==> src/rtl/uart_txf_pkg.sv <==
package uart_txf_pkg;

  localparam int TXF_DATA_W   = 8;
  localparam int TXF_MIN_BITS = 5;
  localparam int TXF_IDX_W    = $clog2(TXF_DATA_W);

  typedef enum logic [2:0] {
    ST_IDLE,
    ST_START,
    ST_DATA,
    ST_PARITY,
    ST_STOP
  } txf_state_e;

  typedef struct packed {
    logic [1:0] wlen;
    logic       two_stop;
    logic       par_en;
    logic       par_even;
  } txf_cfg_t;

  function automatic logic [TXF_DATA_W-1:0] txf_mask(input logic [1:0] wlen);
    logic [TXF_DATA_W-1:0] m;
    for (int i = 0; i < TXF_DATA_W; i++) begin
      m[i] = (i < TXF_MIN_BITS + int'(wlen));
    end
    return m;
  endfunction

endpackage

==> src/rtl/uart_txf_hold.sv <==
module uart_txf_hold
  import uart_txf_pkg::*;
#(
  parameter int OSR   = 16,
  parameter int CNT_W = 5
) (
  input  logic                  clk,
  input  logic                  rst_n,
  input  logic                  load,
  input  logic                  shift,
  input  txf_cfg_t              cfg_in,
  input  logic [TXF_DATA_W-1:0] data_in,
  output logic                  bit0,
  output logic                  bit1,
  output logic [TXF_IDX_W-1:0]  last_idx,
  output logic                  par_en,
  output logic                  par_bit,
  output logic [CNT_W-1:0]      stop_last
);

  txf_cfg_t              cfg_q;
  logic [TXF_DATA_W-1:0] data_q;
  logic                  par_q;
  logic                  par_d;
  logic [TXF_DATA_W-1:0] data_d;

  always_comb begin
    logic ones;
    ones  = ^(data_in & txf_mask(cfg_in.wlen));
    par_d = cfg_in.par_even ? ones : ~ones;
    data_d = data_q;
    if (load)       data_d = data_in;
    else if (shift) data_d = {1'b0, data_q[TXF_DATA_W-1:1]};
  end

  always_ff @(posedge clk or negedge rst_n) begin
    if (!rst_n) begin
      cfg_q  <= '0;
      data_q <= '0;
      par_q  <= 1'b0;
    end else begin
      if (load) begin
        cfg_q <= cfg_in;
        par_q <= par_d;
      end
      if (load || shift) data_q <= data_d;
    end
  end

  assign bit0     = data_q[0];
  assign bit1     = data_q[1];
  assign last_idx = TXF_IDX_W'(TXF_MIN_BITS - 1) + TXF_IDX_W'(cfg_q.wlen);
  assign par_en   = cfg_q.par_en;
  assign par_bit  = par_q;

  always_comb begin
    if (!cfg_q.two_stop)          stop_last = CNT_W'(OSR - 1);
    else if (cfg_q.wlen == 2'b00) stop_last = CNT_W'(OSR + OSR / 2 - 1);
    else                          stop_last = CNT_W'(2 * OSR - 1);
  end

endmodule

==> src/rtl/uart_txf_timer.sv <==
module uart_txf_timer #(
  parameter int CNT_W = 5
) (
  input  logic             clk,
  input  logic             rst_n,
  input  logic             clr,
  input  logic             tick,
  input  logic [CNT_W-1:0] last,
  output logic             done
);

  logic [CNT_W-1:0] cnt_q;
  logic [CNT_W-1:0] cnt_d;
  logic             cnt_en;

  assign done   = tick && !clr && (cnt_q == last);
  assign cnt_en = clr || tick;

  always_comb begin
    if (clr || done) cnt_d = '0;
    else             cnt_d = cnt_q + CNT_W'(1);
  end

  always_ff @(posedge clk or negedge rst_n) begin
    if (!rst_n)      cnt_q <= '0;
    else if (cnt_en) cnt_q <= cnt_d;
  end

endmodule

==> src/rtl/uart_txf_seq.sv <==
module uart_txf_seq
  import uart_txf_pkg::*;
(
  input  logic                 clk,
  input  logic                 rst_n,
  input  logic                 in_valid,
  input  logic                 tick_done,
  input  logic [TXF_IDX_W-1:0] last_idx,
  input  logic                 par_en,
  input  logic                 par_bit,
  input  logic                 bit0,
  input  logic                 bit1,
  output logic                 in_ready,
  output logic                 load,
  output logic                 shift,
  output logic                 timer_clr,
  output logic                 in_stop,
  output logic                 tx_out
);

  txf_state_e           state_q, state_d;
  logic [TXF_IDX_W-1:0] idx_q, idx_d;
  logic                 line_q, line_d;

  always_comb begin
    state_d = state_q;
    idx_d   = idx_q;
    line_d  = line_q;
    load    = 1'b0;
    shift   = 1'b0;
    unique case (state_q)
      ST_IDLE: begin
        line_d = 1'b1;
        if (in_valid) begin
          load    = 1'b1;
          state_d = ST_START;
          line_d  = 1'b0;
        end
      end
      ST_START: begin
        if (tick_done) begin
          state_d = ST_DATA;
          idx_d   = '0;
          line_d  = bit0;
        end
      end
      ST_DATA: begin
        if (tick_done) begin
          if (idx_q == last_idx) begin
            state_d = par_en ? ST_PARITY : ST_STOP;
            line_d  = par_en ? par_bit : 1'b1;
          end else begin
            shift  = 1'b1;
            idx_d  = idx_q + TXF_IDX_W'(1);
            line_d = bit1;
          end
        end
      end
      ST_PARITY: begin
        if (tick_done) begin
          state_d = ST_STOP;
          line_d  = 1'b1;
        end
      end
      ST_STOP: begin
        if (tick_done) begin
          state_d = ST_IDLE;
          line_d  = 1'b1;
        end
      end
      default: begin
        state_d = ST_IDLE;
        line_d  = 1'b1;
      end
    endcase
  end

  always_ff @(posedge clk or negedge rst_n) begin
    if (!rst_n) begin
      state_q <= ST_IDLE;
      idx_q   <= '0;
      line_q  <= 1'b1;
    end else begin
      state_q <= state_d;
      idx_q   <= idx_d;
      line_q  <= line_d;
    end
  end

  assign in_ready  = (state_q == ST_IDLE);
  assign timer_clr = (state_q == ST_IDLE);
  assign in_stop   = (state_q == ST_STOP);
  assign tx_out    = line_q;

endmodule

==> src/rtl/uart_tx_framer.sv <==
module uart_tx_framer
  import uart_txf_pkg::*;
#(
  parameter int OSR = 16
) (
  input  logic       clk,
  input  logic       rst_n,
  input  logic       baud_tick,
  input  logic [1:0] lc_word_len,
  input  logic       lc_two_stop,
  input  logic       lc_parity_en,
  input  logic       lc_parity_even,
  input  logic       in_valid,
  input  logic [7:0] in_data,
  output logic       in_ready,
  output logic       tx_out
);

  localparam int CNT_W = $clog2(2 * OSR);

  logic [1:0]           rst_sync_q;
  logic                 rst_int_n;
  txf_cfg_t             cfg_in;
  logic                 load, shift, timer_clr, in_stop, tick_done;
  logic                 bit0, bit1, par_en, par_bit;
  logic [TXF_IDX_W-1:0] last_idx;
  logic [CNT_W-1:0]     stop_last, phase_last;

  always_ff @(posedge clk or negedge rst_n) begin
    if (!rst_n) rst_sync_q <= 2'b00;
    else        rst_sync_q <= {rst_sync_q[0], 1'b1};
  end
  assign rst_int_n = rst_sync_q[1];

  assign cfg_in = '{wlen: lc_word_len, two_stop: lc_two_stop,
                    par_en: lc_parity_en, par_even: lc_parity_even};

  assign phase_last = in_stop ? stop_last : CNT_W'(OSR - 1);

  uart_txf_hold #(.OSR(OSR), .CNT_W(CNT_W)) u_hold (
    .clk       (clk),
    .rst_n     (rst_int_n),
    .load      (load),
    .shift     (shift),
    .cfg_in    (cfg_in),
    .data_in   (in_data),
    .bit0      (bit0),
    .bit1      (bit1),
    .last_idx  (last_idx),
    .par_en    (par_en),
    .par_bit   (par_bit),
    .stop_last (stop_last)
  );

  uart_txf_timer #(.CNT_W(CNT_W)) u_timer (
    .clk   (clk),
    .rst_n (rst_int_n),
    .clr   (timer_clr),
    .tick  (baud_tick),
    .last  (phase_last),
    .done  (tick_done)
  );

  uart_txf_seq u_seq (
    .clk       (clk),
    .rst_n     (rst_int_n),
    .in_valid  (in_valid),
    .tick_done (tick_done),
    .last_idx  (last_idx),
    .par_en    (par_en),
    .par_bit   (par_bit),
    .bit0      (bit0),
    .bit1      (bit1),
    .in_ready  (in_ready),
    .load      (load),
    .shift     (shift),
    .timer_clr (timer_clr),
    .in_stop   (in_stop),
    .tx_out    (tx_out)
  );

endmodule

==> config.mk <==
export PLATFORM = sky130hd
export DESIGN_NAME = uart_tx_framer
export DESIGN_NICKNAME = d
export VERILOG_FILES = /design/src/rtl/uart_txf_pkg.sv /design/src/rtl/uart_txf_hold.sv /design/src/rtl/uart_txf_timer.sv /design/src/rtl/uart_txf_seq.sv /design/src/rtl/uart_tx_framer.sv
export SDC_FILE = /design/constraint.sdc
export NUM_CORES = 1
export LEC_CHECK = 0
export ABC_AREA = 1
export CAP_MARGIN = 20
export CORE_MARGIN = 2
export CORE_UTILIZATION = 60
export CTS_BUF_LIST = sky130_fd_sc_hd__clkbuf_4
export DETAILED_ROUTE_END_ITERATION = 8
export DONT_BUFFER_PORTS = 1
export GPL_ROUTABILITY_DRIVEN = 0
export GPL_TIMING_DRIVEN = 0
export PLACE_DENSITY = 0.76
export SYNTH_ARGS = -nofsm -noshare
export SYNTH_HDL_FRONTEND = slang
export SYNTH_SLANG_ARGS = --single-unit
==> constraint.sdc <==
create_clock -name clk -period 1.6 [get_ports clk]
set_clock_uncertainty 0.1 [all_clocks]
set_input_delay 0.16 -clock clk [delete_from_list [all_inputs] [get_ports clk]]
set_output_delay 0.16 -clock clk [all_outputs]
set_load 0.05 [all_outputs]
Yosys cells after proc, flatten, opt, wreduce, memory -nomap -nowiden
Index checks and enable logic that the tools add are counted.
{"block": "op_classes", "muxes": 30, "reduce_logical": 16, "bitwise_logic": 2, "n_eq_ne": 14, "add_sub_neg": 4, "order_cmp": 8}
{"op": "4-bit by 32-bit less-than comparator with 1-bit output (first input constant)", "count": 4}
{"op": "3-bit by 32-bit less-than comparator with 1-bit output (first input constant)", "count": 2}
{"op": "2-bit by 32-bit less-than comparator with 1-bit output (first input constant)", "count": 1}
{"op": "3-bit 2-to-1 mux", "count": 9}
{"op": "8-bit 2-to-1 mux", "count": 2}
{"op": "5-bit 2-to-1 mux", "count": 3}
{"op": "3-bit one-hot mux with 5 select lines", "count": 1}
{"op": "1-bit 2-to-1 mux", "count": 12}
{"op": "2-bit by 1-bit != test with 1-bit output (second input constant)", "count": 6}
{"op": "8-bit AND", "count": 1}
{"op": "8-bit parity", "count": 1}
{"op": "3-bit by 2-bit == test with 1-bit output (second input constant)", "count": 2}
{"op": "3-bit one-hot mux with 2 select lines", "count": 1}
{"op": "6-bit AND reduction", "count": 1}
{"op": "5-bit by 1-bit adder with 5-bit output (second input constant)", "count": 1}
{"op": "5-bit == test", "count": 1}
{"op": "3-bit by 2-bit adder with 4-bit output (first input constant)", "count": 1}
{"op": "1-bit by 4-bit less-than comparator with 1-bit output (first input constant)", "count": 1}
{"op": "4-bit 2-to-1 mux", "count": 1}
{"op": "2-bit != test (second input constant)", "count": 2}
{"op": "1-bit one-hot mux with 4 select lines", "count": 1}
{"op": "4-bit AND reduction", "count": 1}
{"op": "2-bit nonzero test", "count": 2}
{"op": "3-bit by 1-bit adder with 3-bit output (second input constant)", "count": 1}
{"op": "13 further kinds", "count": 16}
{"block": "totals", "input_bits": 17, "ff_bits": 27, "out_inout_bits": 2, "wordCells": 84}

Longest topological paths before layout
Gate-level depths: netlist of run 1.
{"block": "depth", "depth_word": 10, "ltp_mapped": 11, "ltp_nobuf": 11}

Cells and area by module
A second synthesis of run 1 with hierarchy kept.
{"block": "unflattened", "cells_unflattened": 282, "hier_area_um2": 1923.1}
{"module": "uart_txf_hold", "seq_area_each_um2": 325.3, "n_inst": 1, "cells_per_inst": 125, "area_per_inst_um2": 843.3}
{"module": "uart_txf_seq", "seq_area_each_um2": 176.4, "n_inst": 1, "cells_per_inst": 84, "area_per_inst_um2": 595.6}
{"module": "uart_txf_timer", "seq_area_each_um2": 125.1, "n_inst": 1, "cells_per_inst": 60, "area_per_inst_um2": 392.9}
{"module": "uart_tx_framer", "seq_area_each_um2": 50.0, "n_inst": 1, "cells_per_inst": 13, "area_per_inst_um2": 91.3}

Worst setup path after synthesis of run 1
Ideal clock, no wire load.
{"block": "synth_path", "path_type": "flip-flop to flip-flop", "from": "reg u_seq.state_q[1]", "to": "reg u_hold.data_q[4]", "synth_period_minus_slack_ns": 1.623, "setup_time_ns": 0.116, "required_time_ns": 1.384, "stages_incl_launch_ff": 9, "path_buffers": 2, "setup_slack_ns": -0.023, "t_arrival_ns": 1.407, "cell_sequence": "dfrtp_1 nor2_4 nand2_4 inv_2 nand2_2 buf_6 buf_6 nand3_1 nand2_1"}
{"block": "synth_via", "elab_chain_cells": 8, "word_cells_on_any_way": 15, "classes_between": "eq/ne: 3; mux: 5; reduce/logical: 7"}
{"item": "start, declared", "line_no": "uart_txf_seq.sv:21", "rtl": "txf_state_e state_q, state_d;"}
{"item": "start signal, assigned", "line_no": "uart_txf_seq.sv:84", "rtl": "state_q <= state_d;"}
{"item": "3-bit logical NOT (*)"}
{"item": "net in_ready", "line_no": "uart_tx_framer.sv:15", "rtl": "output logic in_ready,"}
{"item": "1-bit logical NOT", "line_no": "uart_txf_timer.sv:16", "rtl": "assign done = tick && !clr && (cnt_q == last);"}
{"item": "1-bit logical AND (2 in a row)", "line_no": "uart_txf_timer.sv:16"}
{"item": "1-bit 2-to-1 mux", "line_no": "uart_txf_seq.sv:48", "rtl": "if (tick_done) begin"}
{"item": "1-bit 2-to-1 mux", "line_no": "uart_txf_seq.sv:31", "rtl": "unique case (state_q)"}
{"item": "2-bit nonzero test (no line) / 1-bit logical OR (equally long branches)"}
{"item": "2-bit AND reduction (no line)"}
{"item": "end signal, assigned", "line_no": "uart_txf_hold.sv:46", "rtl": "if (load || shift) data_q <= data_d;"}
{"item": "end, declared", "line_no": "uart_txf_hold.sv:22", "rtl": "logic [TXF_DATA_W-1:0] data_q;"}
The timed path passes the listed nets; every way through them passes the cells marked *.
A chain may end at the register's enable or synchronous reset.

Worst setup path in the final report of run 1
{"block": "layout_path", "from": "reg u_timer.cnt_q[0]", "to": "reg u_seq.state_q[0]"}
{"block": "layout_via", "elab_chain_cells": 4, "word_cells_on_any_way": 7, "classes_between": "eq/ne: 5; reduce/logical: 2"}
{"item": "start, declared", "line_no": "uart_txf_timer.sv:12", "rtl": "logic [CNT_W-1:0] cnt_q;"}
{"item": "start signal, assigned", "line_no": "uart_txf_timer.sv:26", "rtl": "else if (cnt_en) cnt_q <= cnt_d;"}
{"item": "5-bit == test (*)", "line_no": "uart_txf_timer.sv:16"}
{"item": "1-bit logical AND (*)", "line_no": "uart_txf_timer.sv:16"}
{"item": "2-bit by 1-bit != test with 1-bit output (no line)"}
{"item": "6-bit AND reduction (no line) (*)"}
Mark *: on every way between the ends. The rest lies on a longest branch, timed or not.

==> metrics.csv, run 1 <==
stage;metric;value;unit
drt;Pre-antenna DRT Iters;4;
drt;Routed wire per std cell;13.03;µm
synthesis;Synth top area share;37.68;%
synthesis;sequential cell area fraction in the yosys report;39.20;%
worst_setup_path;Worst Setup Start Kind;register;
sta;Fmax;0.6108;GHz
synthesis;Ys Warns;0;
sta;Setup violations, final;4;
worst_setup_path;crit path kind;register to register;
finish;design area;0.002076;mm²
clock_tree;Inserted Clock Buffers;3;
global_route;GRT overflow;0;
worst_setup_path;Critical Path End Type;register;
synthesis;Netlist Area Pre-Place;0.001727;mm²
power;pwr dens;1515;mW/mm²
floorplanning;Initial Util;63.16;%
floorplanning;Core Box Area;0.002734;mm²
power;switching share of power;44.62;%
placement;IO buf count;0;
power;total power draw;3.145;mW
clock_tree;worst skew pair latency;0.32;ns
synthesis;Post-synth ARST share;100.0;%
synthesis;Post-synth EDFFs;0;
floorplanning;die extent in y;57.65;µm
worst_setup_path;CP Data Arrival Time;1.77;ns
drt;Vias per Instance;5.373;
finish;# diodes;0;
synthesis;#FFs+latches synth;27;
global_route;total track usage;25.17;%
power;Peak VDD IR;0.001596;V
power;internal power;1.742;mW
clock_tree;Root Driver;clkbuf_4;
sta;post-route setup slack;-0.03718;ns
sta;Slew Limit Fails;0;
floorplanning;die width;57.65;µm
job;Max-cap violations;0;
clock_tree;CTS sink cnt;27;
sta;Hold Fails Final Rpt;0;
drt;post-route ant nets;0;
power;leakage power;1.062;nW
clock_tree;TritonCTS clock tree;done;
clock_tree;H-tree Lvls;1;
drt;Routed WL;3739;µm
clock_tree;clk buf depth;2;
worst_setup_path;required time worst endpoint;1.73;ns
synthesis;post-synthesis cell count;230;
min_path;Worst Hold Class;register to asynchronous set/reset pin;
synthesis;leading cell types by total area after synthesis;dfrtp_1 38%, nand2_1 17%, nand3_1 6.7%;
finish;share of cells above drive strength 1;21.88;%
finish;Layout fillers;209;
finish;commonest non-fill, non-tap cell in the layout;nand2_1;
global_route;first-pass GRT wire length;6548;µm
synthesis;prevailing post-synth register cell;dfrtp_1;
worst_setup_path;critical-path maximum fanout;6;
outcome;status;complete, but fails checks;
power;Net Sw Power;1.403;mW
power;Seq pwr share;35.0;%
drt;Initial DRC Count;78;
synthesis;leading area contributor after synthesis;dfrtp_1;
global_route;number of global-route vias before repair;1564;
clock_tree;CTS clock-pin slew for the worst setup and hold paths;0.14;ns
power;Clock power frac;9.9;%
synthesis;Synth Net Count;249;
placement;placed insts;261;
finish;most frequent cells in the layout;77 x nand2_1, 24 x dfrtp_1, 22 x nand3_1, 20 x inv_1;
floorplanning;die footprint;0.003323;mm²
drt;DRC;0;
finish;Area growth syn-to-layout;20.22;%
outcome;failing checks;setup timing;
synthesis;Synth cell types;31;
floorplanning;Site Rows;19;
drt;vias;1542;
global_route;initial antenna violation count;0;
synthesis;Avg Inst Size Synth;7.507;µm²
global_route;largest net degree at the start of global routing;26;
power;Comb power frac;55.0;%
finish;fin cells;287;
sta;fin crit share;102.3;%
placement;Placed Area;0.001768;mm²
finish;# nets final;276;
floorplanning;I/O pin cnt;19;
placement;HPWL after detailed placement;2448;µm
sta;Tmin final;1.637;ns
placement;pre-CTS WS;-0.1046;ns
sta;RSZ-0062 raised after global routing;true;
## cells by family (layout without fill, tap and decap cells)
| family | count (synthesis) | in the layout | synth area share, % |
|---|---|---|---|
| adders and majority gates | 2 | 2 | 1.449 |
| other | 1 | 1 | 0.2172 |
| AOI/OAI and AO/OA | 21 | 21 | 7.537 |
| and+or+nand+nor | 136 | 137 | 37.10 |
| xor gates and xnor gates | 13 | 13 | 6.594 |
| DFF | 27 | 27 | 39.20 |
| buffers and inverters | 30 | 55 | 7.899 |
## power by group through the flow
stage               Clock, mW  Sequential (mW)  Combinational, mW
floorplan                   0             1.08               1.09
global route            0.345             1.12               1.92
finish                  0.312             1.10               1.73
global placement            0             1.11               1.24
CTS                     0.318             1.10               1.60
detailed placement          0             1.12               1.29
## cells in the mapped netlist, types with 2 or more instances
cell type,number
ha_1,2
nand2_1,79
xor2_1,9
nor2_4,3
nand3_1,23
o21ai_0,12
o21ai_1,2
inv_1,20
nand2_2,8
or2_2,2
buf_2,4
nand4_1,3
inv_2,3
buf_6,2
xnor2_1,4
dfrtp_1,26
nand2_4,3
a21oi_1,2
nor2_1,11
## routing by layer
| metal | track usage (%) | vias up | routed length, µm |
|---|---|---|---|
| li1 | - | 772 | - |
| met1 | 32.51 | 712 | 1591 |
| met2 | 42.69 | 50 | 1944 |
| met3 | 2.679 | 8 | 145 |
| met4 | 11.30 | 0 | 58 |
| met5 | 0 | - | 0 |
## what timing repair did
action / 4_1_cts / 5_1_grt
resized for setup: 10 / 8
hold buffers: 9 / 0
buffers inserted: 9 / 1
pin swaps: 3 / 1
cloned: 2 / 0
endpoints found under the setup margin: 24 / 25
endpoints found under the hold margin: 10 / 0
## through the flow
stage                     setup TNS [ns]  util (%)  hold slack (ns)
after floorplan                        0         -          -0.2356
after global placement           -0.5422     64.67          -0.2356
final                            -0.1122     75.93         0.001224
after global routing              -1.775     75.93          0.01558
after detailed placement          -1.248     64.67          -0.2355
after CTS                      -0.006841     73.46         0.004761
## final cells by class
type	instances	area [µm²]	area share, %
repair buffers	21	210.2	10.13
plain buffers	7	57.56	2.773
clock buffers	4	30.03	1.447
flip-flops and latches	27	679.4	32.73
inverters	23	98.84	4.762
well taps	31	38.79	1.869
multi-input cells	174	960.9	46.29
## worst max-delay path, cell delays in order (launching register included)
cell and delay, ns:
dfrtp_1 0.40, ha_2 0.21, nand2_2 0.07, nor2_4 0.11, nand2_4 0.06, nor2_4 0.16
nand2_2 0.13, o21ai_4 0.12, nand2_2 0.08, nand2_1 0.07, nand2_1 0.04
## path summary, 6_finish.rpt
check | start | end | slack, ns | cells past startpoint
setup / recovery | u_timer.cnt_q[0] | u_seq.state_q[0] | -0.04 | 10
hold / removal | rst_sync_q[1] | u_hold.data_q[4] | 0.001 | 0
setup reg to reg | u_timer.cnt_q[0] | u_seq.state_q[0] | -0.04 | 10
hold reg to reg | rst_sync_q[1] | u_hold.data_q[4] | 0.001 | 0
max in group asynchronous | rst_n | rst_sync_q[0] | 0.80 | 2
min in group clk | in_data[6] | u_hold.data_q[6] | 0.01 | 4
## registers in the layout (all words and copies together), names as in the netlist
signal,count
u_hold.data_q,8
u_timer.cnt_q,5
u_hold.cfg_q,3
u_seq.idx_q,3
u_seq.state_q,3
rst_sync_q,2
u_hold.par_bit,1
u_hold.par_en,1
u_seq.tx_out,1
Power figures use the tool's default switching activity.
==> run 2, diff against run 1 <==
--- a/config.mk
+++ b/config.mk
@@ -17,4 +17,5 @@
 export PLACE_DENSITY = 0.76
 export SYNTH_ARGS = -nofsm -noshare
 export SYNTH_HDL_FRONTEND = slang
+export SYNTH_HIERARCHICAL = 1
 export SYNTH_SLANG_ARGS = --single-unit
==> run 2 against run 1 <==
Against the previous run: the flow still finishes with violations (setup timing); synthesized area rose by 11%; total power rose by 28%; register-to-register slack got worse by 0.63 ns; clock power barely moved; hold slack improved by 0.032 ns; via count rose by 22%; die area rose by 11%; non-clock buffer count rose by 21; critical path depth rose by 7; routed wire length rose by 33%; clock-buffer cell count did not move.
==> metrics.csv, run 2 <==
stage;metric;value;unit
synthesis;Synth top area share;33.83;%
finish;most frequent cells in the layout;84 x nand2_1, 42 x inv_1, 28 x buf_4, 25 x dfrtp_1, 17 x nor2_1;
power;internal power;2.107;mW
power;Clock power frac;7.7;%
global_route;GR Layer Usage met2;47.62;%
power;leakage power;1.357;nW
power;Net Sw Power;1.926;mW
outcome;failing checks;setup timing;
clock_tree;H-tree Lvls;1;
clock_tree;CTS sink cnt;27;
finish;# diodes;0;
synthesis;Post-synth EDFFs;0;
sta;Hold Fails Final Rpt;0;
synthesis;sequential cell area fraction in the yosys report;35.20;%
synthesis;Post-synth ARST share;100.0;%
min_path;Hold Path Cell Cnt;5;
synthesis;post-synthesis cell count;282;
synthesis;Post-synth top cells;88 x nand2_1, 45 x inv_1, 26 x dfrtp_1;
finish;register with the most flip-flops;u_hold/data_q;
global_route;met1 GRT Util;34.59;%
job;Max-cap violations;0;
synthesis;Netlist Area Pre-Place;0.001923;mm²
worst_setup_path;Worst Setup Start Kind;register;
sta;fin crit share;141.5;%
floorplanning;Core Box Area;0.003053;mm²
global_route;largest net degree at the start of global routing;26;
drt;DRC;0;
finish;Area growth syn-to-layout;30.77;%
worst_setup_path;critical path's most frequent cell;inv_2;
finish;share of cells above drive strength 1;29.09;%
worst_setup_path;R2R depth;17;
clock_tree;CTS clock-pin slew for the worst setup and hold paths;0.14;ns
sta;Tmin final;2.264;ns
clock_tree;Root Driver;clkbuf_4;
floorplanning;die width;60.62;µm
finish;fin cells;374;
drt;Routed wire per std cell;13.33;µm
global_route;GRT overflow;0;
power;switching share of power;47.75;%
worst_setup_path;required time worst endpoint;1.78;ns
drt;Routed WL;4984;µm
placement;Placed Area;0.002018;mm²
sta;Slew Limit Fails;0;
synthesis;leading cell types by total area after synthesis;dfrtp_1 34%, nand2_1 17%, inv_1 8.8%;
global_route;total track usage;27.22;%
global_route;routing usage on met3;3.838;%
global_route;initial antenna violation count;0;
clock_tree;clk buf depth;2;
drt;Vias per Instance;5.016;
placement;HPWL after detailed placement;2764;µm
worst_setup_path;critical-path maximum fanout;5;
global_route;number of global-route vias before repair;1708;
sta;post-route setup slack;-0.6637;ns
placement;placed insts;329;
drt;post-route ant nets;0;
sta;RSZ-0062 raised after global routing;true;
worst_setup_path;slowest stage cell on the critical path;dfrtp_2;
power;pwr dens;1604;mW/mm²
synthesis;leading area contributor after synthesis;dfrtp_1;
power;Seq pwr share;29.7;%
synthesis;most frequent cell after synthesis;nand2_1;
finish;commonest non-fill, non-tap cell in the layout;nand2_1;
synthesis;#FFs+latches synth;27;
clock_tree;Inserted Clock Buffers;3;
synthesis;Avg Inst Size Synth;6.819;µm²
outcome;status;complete, but fails checks;
clock_tree;worst skew pair latency;0.32;ns
drt;Initial DRC Count;92;
global_route;first-pass GRT wire length;7389;µm
worst_setup_path;CP Cell Sequence;inv_4 -> nand2_4 -> nor2_4 -> nand2_1 -> inv_2 -> inv_2 -> nand2_2 -> nand3b_1 -> nor4_2 -> inv_2 -> buf_6 -> nand3_4 -> nand2_2 -> nor2_2 -> nand3_1 -> nand2_1 -> inv_1;
global_route;grt peak-use layer;met2;
power;Peak VDD IR;0.0008904;V
worst_setup_path;CP peak stage delay;0.48;ns
drt;Pre-antenna DRT Iters;4;
worst_setup_path;crit path kind;register to register;
sta;Fmax;0.4418;GHz
worst_setup_path;CP Data Arrival Time;2.44;ns
placement;IO buf count;0;
worst_setup_path;Critical Path End Type;register;
power;Comb power frac;62.5;%
finish;# nets final;350;
synthesis;Synth cell types;35;
floorplanning;Site Rows;20;
drt;vias;1876;
floorplanning;Initial Util;62.99;%
finish;biggest regs;u_hold/data_q: 8 flops, u_timer/cnt_q: 5 flops;
synthesis;Ys Warns;6;
clock_tree;TritonCTS clock tree;done;
synthesis;prevailing post-synth register cell;dfrtp_1;
sta;Setup violations, final;25;
finish;max reg flops;8;
min_path;Worst Hold Class;primary input to register;
floorplanning;die extent in y;60.62;µm
finish;design area;0.002515;mm²
floorplanning;die footprint;0.003674;mm²
floorplanning;I/O pin cnt;19;
==> run 2: cell types whose count changed after synthesis, sizes merged, moves of 2 or more <==
cell | before | now
nor2 | 15 | 28
nor3 | 2 | 0
nand3 | 24 | 20
nand2 | 90 | 101
clkinv | 0 | 2
inv | 23 | 52
o22ai | 0 | 7
xnor2 | 4 | 1
a31oi | 0 | 3
xor2 | 9 | 4
==> run 2: cell type report <==
cell class,instances,area (µm²)
multi-input cells,196,1104
fillers,224,538.0
clock buffers,4,30.03
inverters,54,222.7
well taps,44,55.05
flip-flops and latches,27,678.2
plain buffers,7,60.06
repair buffers,42,365.4
==> run 2: path summary, 6_finish.rpt <==
kind / startpoint / end / slack, ns
worst max-delay path: u_seq/state_q[0] / u_seq/tx_out / -0.66
worst min-delay path: lc_parity_even / u_hold/par_bit / 0.03
worst max register to register: u_seq/state_q[0] / u_seq/tx_out / -0.66
worst min register to register: rst_sync_q[1] / u_hold/data_q[4] / 0.10
max in group asynchronous: rst_n / rst_sync_q[0] / 0.77
min in group asynchronous: rst_sync_q[1] / u_hold/data_q[4] / 0.10
==> run 2: timing repair <==
action / CTS / global route
setup buffers: 17 / 8
gates cloned: 1 / 0
resized for setup: 11 / 22
pin swaps: 14 / 13
endpoints found under the hold margin: 16 / 0
hold buffers: 15 / 0
setup endpoints to repair: 23 / 25
==> run 2: layer usage <==
layer,vias up,share of wire [%]
met4,0,1.3
met2,62,53
met5,-,0
met1,859,40
met3,7,5.1
li1,948,-
==> run 2: logic make-up (layout without fill, tap and decap cells) <==
family	Yosys count	in the layout	synth area share [%]
other	2	5	0.3905
adder cells (fa/ha/maj)	2	2	1.301
XOR/XNOR	5	5	2.277
buffers and inverters	62	107	14.18
flip-flops	27	27	35.20
AO/OA/AOI/OAI	28	28	8.458
AND/OR/NAND/NOR	156	156	38.19
==> run 2: metrics by stage <==
stage	hold slack (ns)	setup TNS, ns	util (%)	worst slack, ns	total power, mW
floorplan	-0.2356	-4.986	-	-0.4679	2.651
global placement	-0.2356	-9.104	66.11	-0.7431	2.908
detailed placement	-0.2356	-10.04	66.11	-0.8087	2.938
CTS	0.02944	-7.672	77.79	-0.5215	3.595
global route	0.08214	-13.74	82.38	-0.7708	4.302
finish	0.03335	-11.56	82.38	-0.6637	4.033
==> run 2: power groups by stage <==
stage	clock network [mW]	registers [mW]	logic, mW
floorplan	0	1.16	1.49
global placement	0	1.21	1.70
detailed placement	0	1.22	1.72
CTS	0.322	1.19	2.08
global route	0.347	1.23	2.73
finish	0.313	1.20	2.52
==> run 2: critical path, delay by kind of cell (launching register included) <==
family	cells	cell delay (ns)
flops	1	0.48
simple gates	11	1.17
buf+inv	6	0.47
